### config.mk
export PLATFORM = sky130hd
export DESIGN_NAME = clkbuf_oe_i2c
export DESIGN_NICKNAME = d
export VERILOG_FILES = /design/src/rtl/oe_i2c_pkg.sv /design/src/rtl/i2c_line_sync.sv /design/src/rtl/i2c_blockwr_slave.sv /design/src/rtl/oe_gate_bank.sv /design/src/rtl/clkbuf_oe_i2c.sv
export SDC_FILE = /design/constraint.sdc
export NUM_CORES = 1
export LEC_CHECK = 0
export BUFFER_PORTS_ARGS = -buffer_cell sky130_fd_sc_hd__buf_2
export CORE_MARGIN = 3
export CORE_UTILIZATION = 40
export DETAILED_ROUTE_END_ITERATION = 8
export HOLD_SLACK_MARGIN = 0.1
export PLACE_DENSITY = 0.63
export SYNTH_ARGS = -nofsm -noshare
export SYNTH_HDL_FRONTEND = slang
export SYNTH_HIERARCHICAL = 1
export SYNTH_SLANG_ARGS = --single-unit
### constraint.sdc
create_clock -name clk -period 1.6 [get_ports clk]
set_input_delay 0.24 -clock clk [delete_from_list [all_inputs] [get_ports clk]]
set_output_delay 0.24 -clock clk [all_outputs]
set_load 0.01 [all_outputs]
### src/rtl/oe_i2c_pkg.sv
package oe_i2c_pkg;

  typedef enum logic [1:0] {
    PH_IDLE = 2'd0,
    PH_RX   = 2'd1,
    PH_ACK  = 2'd2
  } phase_e;

  // Enable register byte that controls output o
  function automatic int out_byte(input int o);
    if (o <= 5)       return 0;
    else if (o <= 11) return 1;
    else              return 2;
  endfunction

  // Bit inside that byte that controls output o; reserved positions are skipped
  function automatic int out_bit(input int o);
    case (o)
      0: return 0;
      1: return 1;
      2: return 2;
      3: return 3;
      4: return 6;
      5: return 7;
      6: return 0;
      7: return 1;
      8: return 4;
      9: return 5;
      10: return 6;
      11: return 7;
      default: return 6;
    endcase
  endfunction

endpackage

### src/rtl/i2c_line_sync.sv
module i2c_line_sync #(
  parameter int STAGES = 2
) (
  input  logic clk,
  input  logic rst,
  input  logic scl_i,
  input  logic sda_i,
  output logic scl_s,
  output logic sda_s,
  output logic scl_rise,
  output logic scl_fall,
  output logic start_det,
  output logic stop_det
);

  logic [STAGES-1:0] scl_pipe, sda_pipe;
  logic scl_d, sda_d;

  always_ff @(posedge clk) begin
    if (rst) begin
      scl_pipe <= '1;
      sda_pipe <= '1;
      scl_d    <= 1'b1;
      sda_d    <= 1'b1;
    end else begin
      scl_pipe <= {scl_pipe[STAGES-2:0], scl_i};
      sda_pipe <= {sda_pipe[STAGES-2:0], sda_i};
      scl_d    <= scl_pipe[STAGES-1];
      sda_d    <= sda_pipe[STAGES-1];
    end
  end

  assign scl_s     = scl_pipe[STAGES-1];
  assign sda_s     = sda_pipe[STAGES-1];
  assign scl_rise  = scl_s & ~scl_d;
  assign scl_fall  = ~scl_s & scl_d;
  assign start_det = scl_s & scl_d & sda_d & ~sda_s;
  assign stop_det  = scl_s & scl_d & ~sda_d & sda_s;

endmodule

### src/rtl/i2c_blockwr_slave.sv
module i2c_blockwr_slave
  import oe_i2c_pkg::*;
#(
  parameter logic [6:0] SLAVE_ADDR = 7'h69,
  parameter int DATA_BYTES = 3,
  parameter int SEL_W = 2
) (
  input  logic             clk,
  input  logic             rst,
  input  logic             sda_s,
  input  logic             scl_rise,
  input  logic             scl_fall,
  input  logic             start_det,
  input  logic             stop_det,
  output logic             sda_pull,
  output logic             wr_stb,
  output logic [SEL_W-1:0] wr_sel,
  output logic [7:0]       wr_data
);

  localparam int HDR_BYTES = 3;                       // address, command, count
  localparam int IDX_MAX   = HDR_BYTES + DATA_BYTES;  // saturating "discard" index
  localparam int IDX_W     = $clog2(IDX_MAX + 1);

  phase_e           phase;
  logic [3:0]       bitcnt;
  logic [IDX_W-1:0] byte_idx;
  logic [7:0]       shreg;
  logic             addr_ok, is_data;
  logic [IDX_W-1:0] data_off;

  assign addr_ok  = (shreg[7:1] == SLAVE_ADDR) && !shreg[0];
  assign is_data  = (byte_idx >= IDX_W'(HDR_BYTES)) && (byte_idx < IDX_W'(IDX_MAX));
  assign data_off = byte_idx - IDX_W'(HDR_BYTES);

  always_ff @(posedge clk) begin
    if (rst) begin
      phase    <= PH_IDLE;
      bitcnt   <= '0;
      byte_idx <= '0;
      shreg    <= '0;
      sda_pull <= 1'b0;
      wr_stb   <= 1'b0;
      wr_sel   <= '0;
      wr_data  <= '0;
    end else begin
      wr_stb <= 1'b0;
      if (stop_det) begin
        phase    <= PH_IDLE;
        sda_pull <= 1'b0;
      end else if (start_det) begin
        phase    <= PH_RX;
        bitcnt   <= '0;
        byte_idx <= '0;
        sda_pull <= 1'b0;
      end else begin
        case (phase)
          PH_RX: begin
            if (scl_rise && bitcnt != 4'd8) begin
              shreg  <= {shreg[6:0], sda_s};
              bitcnt <= bitcnt + 4'd1;
            end else if (scl_fall && bitcnt == 4'd8) begin
              if (byte_idx != '0 || addr_ok) begin
                sda_pull <= 1'b1;
                phase    <= PH_ACK;
              end else begin
                phase <= PH_IDLE;
              end
            end
          end
          PH_ACK: begin
            if (scl_rise) begin
              if (is_data) begin
                wr_stb  <= 1'b1;
                wr_sel  <= data_off[SEL_W-1:0];
                wr_data <= shreg;
              end
            end else if (scl_fall) begin
              sda_pull <= 1'b0;
              bitcnt   <= '0;
              phase    <= PH_RX;
              if (byte_idx != IDX_W'(IDX_MAX)) byte_idx <= byte_idx + 1'b1;
            end
          end
          default: ;
        endcase
      end
    end
  end

endmodule

### src/rtl/oe_gate_bank.sv
module oe_gate_bank #(
  parameter int NUM_OUT = 13,
  parameter int SEL_W = 2
) (
  input  logic               clk,
  input  logic               rst,
  input  logic               wr_stb,
  input  logic [SEL_W-1:0]   wr_sel,
  input  logic [7:0]         wr_data,
  input  logic [NUM_OUT-1:0] clk_in,
  output logic [NUM_OUT-1:0] en,
  output logic [NUM_OUT-1:0] clk_out
);

  for (genvar o = 0; o < NUM_OUT; o++) begin : g_en
    localparam int BYTE_SEL = oe_i2c_pkg::out_byte(o);
    localparam int BIT_SEL  = oe_i2c_pkg::out_bit(o);
    always_ff @(posedge clk) begin
      if (rst) en[o] <= 1'b1;
      else if (wr_stb && wr_sel == SEL_W'(BYTE_SEL)) en[o] <= wr_data[BIT_SEL];
    end
  end

  always_ff @(posedge clk) begin
    if (rst) clk_out <= '0;
    else     clk_out <= clk_in & en;
  end

endmodule

### src/rtl/clkbuf_oe_i2c.sv
module clkbuf_oe_i2c #(
  parameter logic [6:0] SLAVE_ADDR = 7'h69,
  parameter int NUM_OUT = 13,
  parameter int DATA_BYTES = 3,
  parameter int SYNC_STAGES = 2
) (
  input  logic               clk,
  input  logic               rst,
  input  logic               scl_i,
  input  logic               sda_i,
  output logic               sda_pull,
  input  logic [NUM_OUT-1:0] clk_in,
  output logic [NUM_OUT-1:0] clk_out
);

  localparam int SEL_W = (DATA_BYTES > 1) ? $clog2(DATA_BYTES) : 1;

  logic scl_s, sda_s, scl_rise, scl_fall, start_det, stop_det;
  logic wr_stb;
  logic [SEL_W-1:0] wr_sel;
  logic [7:0] wr_data;
  logic [NUM_OUT-1:0] en;

  i2c_line_sync #(.STAGES(SYNC_STAGES)) u_sync (
    .clk(clk), .rst(rst), .scl_i(scl_i), .sda_i(sda_i),
    .scl_s(scl_s), .sda_s(sda_s), .scl_rise(scl_rise), .scl_fall(scl_fall),
    .start_det(start_det), .stop_det(stop_det)
  );

  i2c_blockwr_slave #(.SLAVE_ADDR(SLAVE_ADDR), .DATA_BYTES(DATA_BYTES), .SEL_W(SEL_W)) u_slave (
    .clk(clk), .rst(rst), .sda_s(sda_s), .scl_rise(scl_rise), .scl_fall(scl_fall),
    .start_det(start_det), .stop_det(stop_det), .sda_pull(sda_pull),
    .wr_stb(wr_stb), .wr_sel(wr_sel), .wr_data(wr_data)
  );

  oe_gate_bank #(.NUM_OUT(NUM_OUT), .SEL_W(SEL_W)) u_bank (
    .clk(clk), .rst(rst), .wr_stb(wr_stb), .wr_sel(wr_sel), .wr_data(wr_data),
    .clk_in(clk_in), .en(en), .clk_out(clk_out)
  );

endmodule

==> flow_metrics.py <==
metrics = {
    "sta": {
        "worst_slew_pin_slew_ns": 0.470,
        "hold_viol_final": 0,
        "slew_viol_final": 0,
        "rsz0062_at_grt": "true",
        "fin_crit_ns": 1.59,
        "slew_headroom_pct": 68.6,
        "period_share_pct": 99.7,
        "fmax_mhz": 627,
        "clock_skew_ns": 0.00869,
        "setup_viol": 0,
    },
    "worst_hold_path": {
        "hp-class": "in2reg",
        "min_from": "clk_in[11]",
    },
    "finish": {
        "layout-drive-gt1-share_pct": 34.1,
        "fill_cells": 495,
        "design_area_um2": 3140,
        "layoutNonFillerInstCount": 365,
        "nNetsFinal": 312,
        "n_antenna_cell": 0,
        "synthToLayoutAreaGrowth_pct": 31.1,
    },
    "critical_path": {
        "path_max_fanout": 6,
        "r2r_start": "u_sync/scl_pipe[1]",
        "path_delay_family": "simple AND/OR/NAND/NOR gates",
        "cp.buffers_inverters": 0,
        "slowest_delay_ns": 0.49,
        "crit_path_start_kind": "flop",
        "cp-end-kind": "flop",
        "arrival_ns": 1.86,
        "critical-path-slowest-cell": "or4b_4",
        "criticalPathCategory": "reg2reg",
        "critical_path.cell_chain": "nor2b_4 > and4bb_4 > a21oi_4 > or4b_4 > a21oi_2",
        "critPathLaunch": "u_sync/scl_pipe[1]",
        "cp.required_ns": 1.86,
    },
    "pwr": {
        "p_total_w": 0.00328,
        "peakVddDrop_uv": 684,
        "p_per_area_nw_per_um2": 1050,
        "p_leak_nw": 1.39,
    },
    "yosys": {
        "ys_seq_area_share_pct": 51.0,
        "avgSynthCellArea_um2": 10.2,
        "synth_ff_type": "dfxtp_1",
        "synth_common_cells": "61 x dfxtp_1, 43 x nor2_1, 31 x mux2i_1",
        "synth-edff-count": 0,
        "netlist.area_leader.share_pct": 51.0,
        "netlist_area_um2": 2390,
        "synth_area_leader_cell": "dfxtp_1",
        "ys_ff_latch": 61,
        "synth_most_common_cell": "dfxtp_1",
        "syn_inst": 235,
        "synth_area_leaders": "dfxtp_1 51%, mux2i_1 13%, nor2_1 6.7%, and3_1 3.7%, ha_1 3.1%",
        "syn_nets": 258,
        "synth_warnings": 6,
        "async_reset_ff_share_pct": 0,
        "synthDistinctLibCells": 43,
    },
    "floorplanning": {
        "die_height_um": 83.3,
        "io_pins": 31,
        "die-width_um": 83.3,
        "coreArea_um2": 5640,
        "start_util_pct": 42.4,
        "die_area_um2": 6940,
        "num_rows": 27,
    },
    "clock_network": {
        "htreeDepth": 3,
        "cts_buffers": 9,
        "clock_sinks": 61,
        "cts-root-buf": "clkbuf_8",
        "clk_latency_ns": 0.33,
        "cts_tree": "done",
        "clk_pin_slew_ns": 0.07,
        "cts_buffer_depth": 2,
    },
    "global_route": {
        "antenna_found_initial": 0,
        "grt_pass1_vias": 1778,
        "gr-total-overflow": 0,
        "grt_pass1_wl_mm": 8.23,
        "grt_usage_pct": 14.7,
        "grt_max_degree": 28,
    },
    "routing": {
        "vias_per_cell": 4.84,
        "drtIter0Drc": 120,
        "drc": 0,
        "drt_wl_total_mm": 4.56,
        "dr.pass1.iters": 6,
        "ant_nets": 0,
        "vias": 1765,
        "wire_per_inst_um": 12.5,
    },
    "place": {
        "place_area_um2": 2760,
        "gp_congestion": 0.759,
        "placed_cells": 346,
        "io_buffers": 30,
        "dp_hpwl_mm": 3.16,
    },
    "outcome": {
        "outcome": "finished, final reports clean",
    },
    "job": {
        "maxCapViolations": 0,
    },
}
-- state kept, by name (all words and copies together) (netlist names) --
name,flops
u_bank/clk_out,13
u_slave/phase,2
u_sync/sda_d,1
u_slave/byte_idx,3
u_sync/scl_pipe,2
u_sync/scl_d,1
u_slave/wr_stb,1
u_slave/wr_sel,2
u_sync/sda_pipe,2
u_bank/en,13
u_slave/bitcnt,4
u_slave/shreg,8
u_slave/wr_data,8
u_slave/sda_pull,1
-- report_power, final --
group	switching, W	total (W)	internal, W
Clock	0.000570	0.00157	0.000996
Sequential	0.00000958	0.00156	0.00155
Combinational	0.0000823	0.000161	0.0000784
Total	0.000662	0.00328	0.00262
-- per-layer routing --
| layer | vias to the layer above | global-route usage (%) | wire length, um |
|---|---|---|---|
| li1 | 926 | - | - |
| met1 | 806 | 18.6 | 2230 |
| met2 | 23 | 22.7 | 2060 |
| met3 | 10 | 3.67 | 140 |
| met4 | 0 | 8.02 | 117 |
| met5 | - | 0 | 0 |
-- per-stage QoR --
step           worst slack (ns)  TNS (ns)  hold slack, ns  utilization, %
2_1_floorplan           0.00284         0           0.337               -
3_3_place_gp            -0.0157   -0.0182           0.391            48.9
3_5_place_dp            -0.0211    -0.145           0.387            48.9
4_1_cts                -0.00720  -0.00720           0.124            53.6
5_1_grt                  -0.103    -0.507           0.119            55.6
6_report                0.00558         0           0.132            55.6
-- repair_timing --
item                                    4_1_cts  5_1_grt
pin swaps                                     1       10
endpoints found under the setup margin       11       27
endpoints found under the hold margin         2        0
hold buffers                                  2        0
gates resized for setup                       2       26
buffers inserted                              0        2
cloned                                        0        0
-- cell usage in the layout, fill, tap and decap left out, types with 3 or more instances in the layout --
cell type  Yosys  final
dfxtp_1       61     55
clkbuf_8       0     12
buf_4          1     16
nand2b_1       3      3
or2_1          6      6
inv_1          9      9
and2b_2        3      3
and3_1        14     13
o21ai_0        4      4
buf_6          0      3
nor2_1        43     42
mux2i_1       31     31
buf_2          4     30
ha_1           6      4
dfxtp_2        0      6
-- cell families (layout without fill, tap and decap cells) --
| family | Yosys count | count (layout) | share of synthesized area, % |
|---|---|---|---|
| multiplexers | 31 | 31 | 13.0 |
| flip-flops | 61 | 61 | 51.0 |
| AO/OA/AOI/OAI | 20 | 20 | 5.91 |
| buffers and inverters | 19 | 77 | 3.35 |
| AND/OR/NAND/NOR | 98 | 98 | 23.6 |
| adder cells (fa/ha/maj) | 6 | 6 | 3.14 |
-- cell type report --
class | count | area, um^2 | area share (%)
timing repair buffer | 53 | 364 | 11.6
clock buffer | 12 | 165 | 5.27
sequential | 61 | 1230 | 39.2
inverter | 9 | 33.8 | 1.08
tap | 72 | 90.1 | 2.87
clock inverter | 3 | 67.6 | 2.15
multi-input combinational | 155 | 1190 | 37.9
-- path summary, 6_finish.rpt --
| kind | slack, ns | endpoint | cells past startpoint |
|---|---|---|---|
| worst min register to register | 0.40 | u_sync/sda_pipe[1] | 1 |
| worst max register to register | 0.006 | u_slave/byte_idx[1] | 5 |
| worst min-delay path | 0.13 | u_bank/clk_out[11] | 2 |
| worst max-delay path | 0.006 | u_slave/byte_idx[1] | 5 |
(Power assumes the default switching activity.)
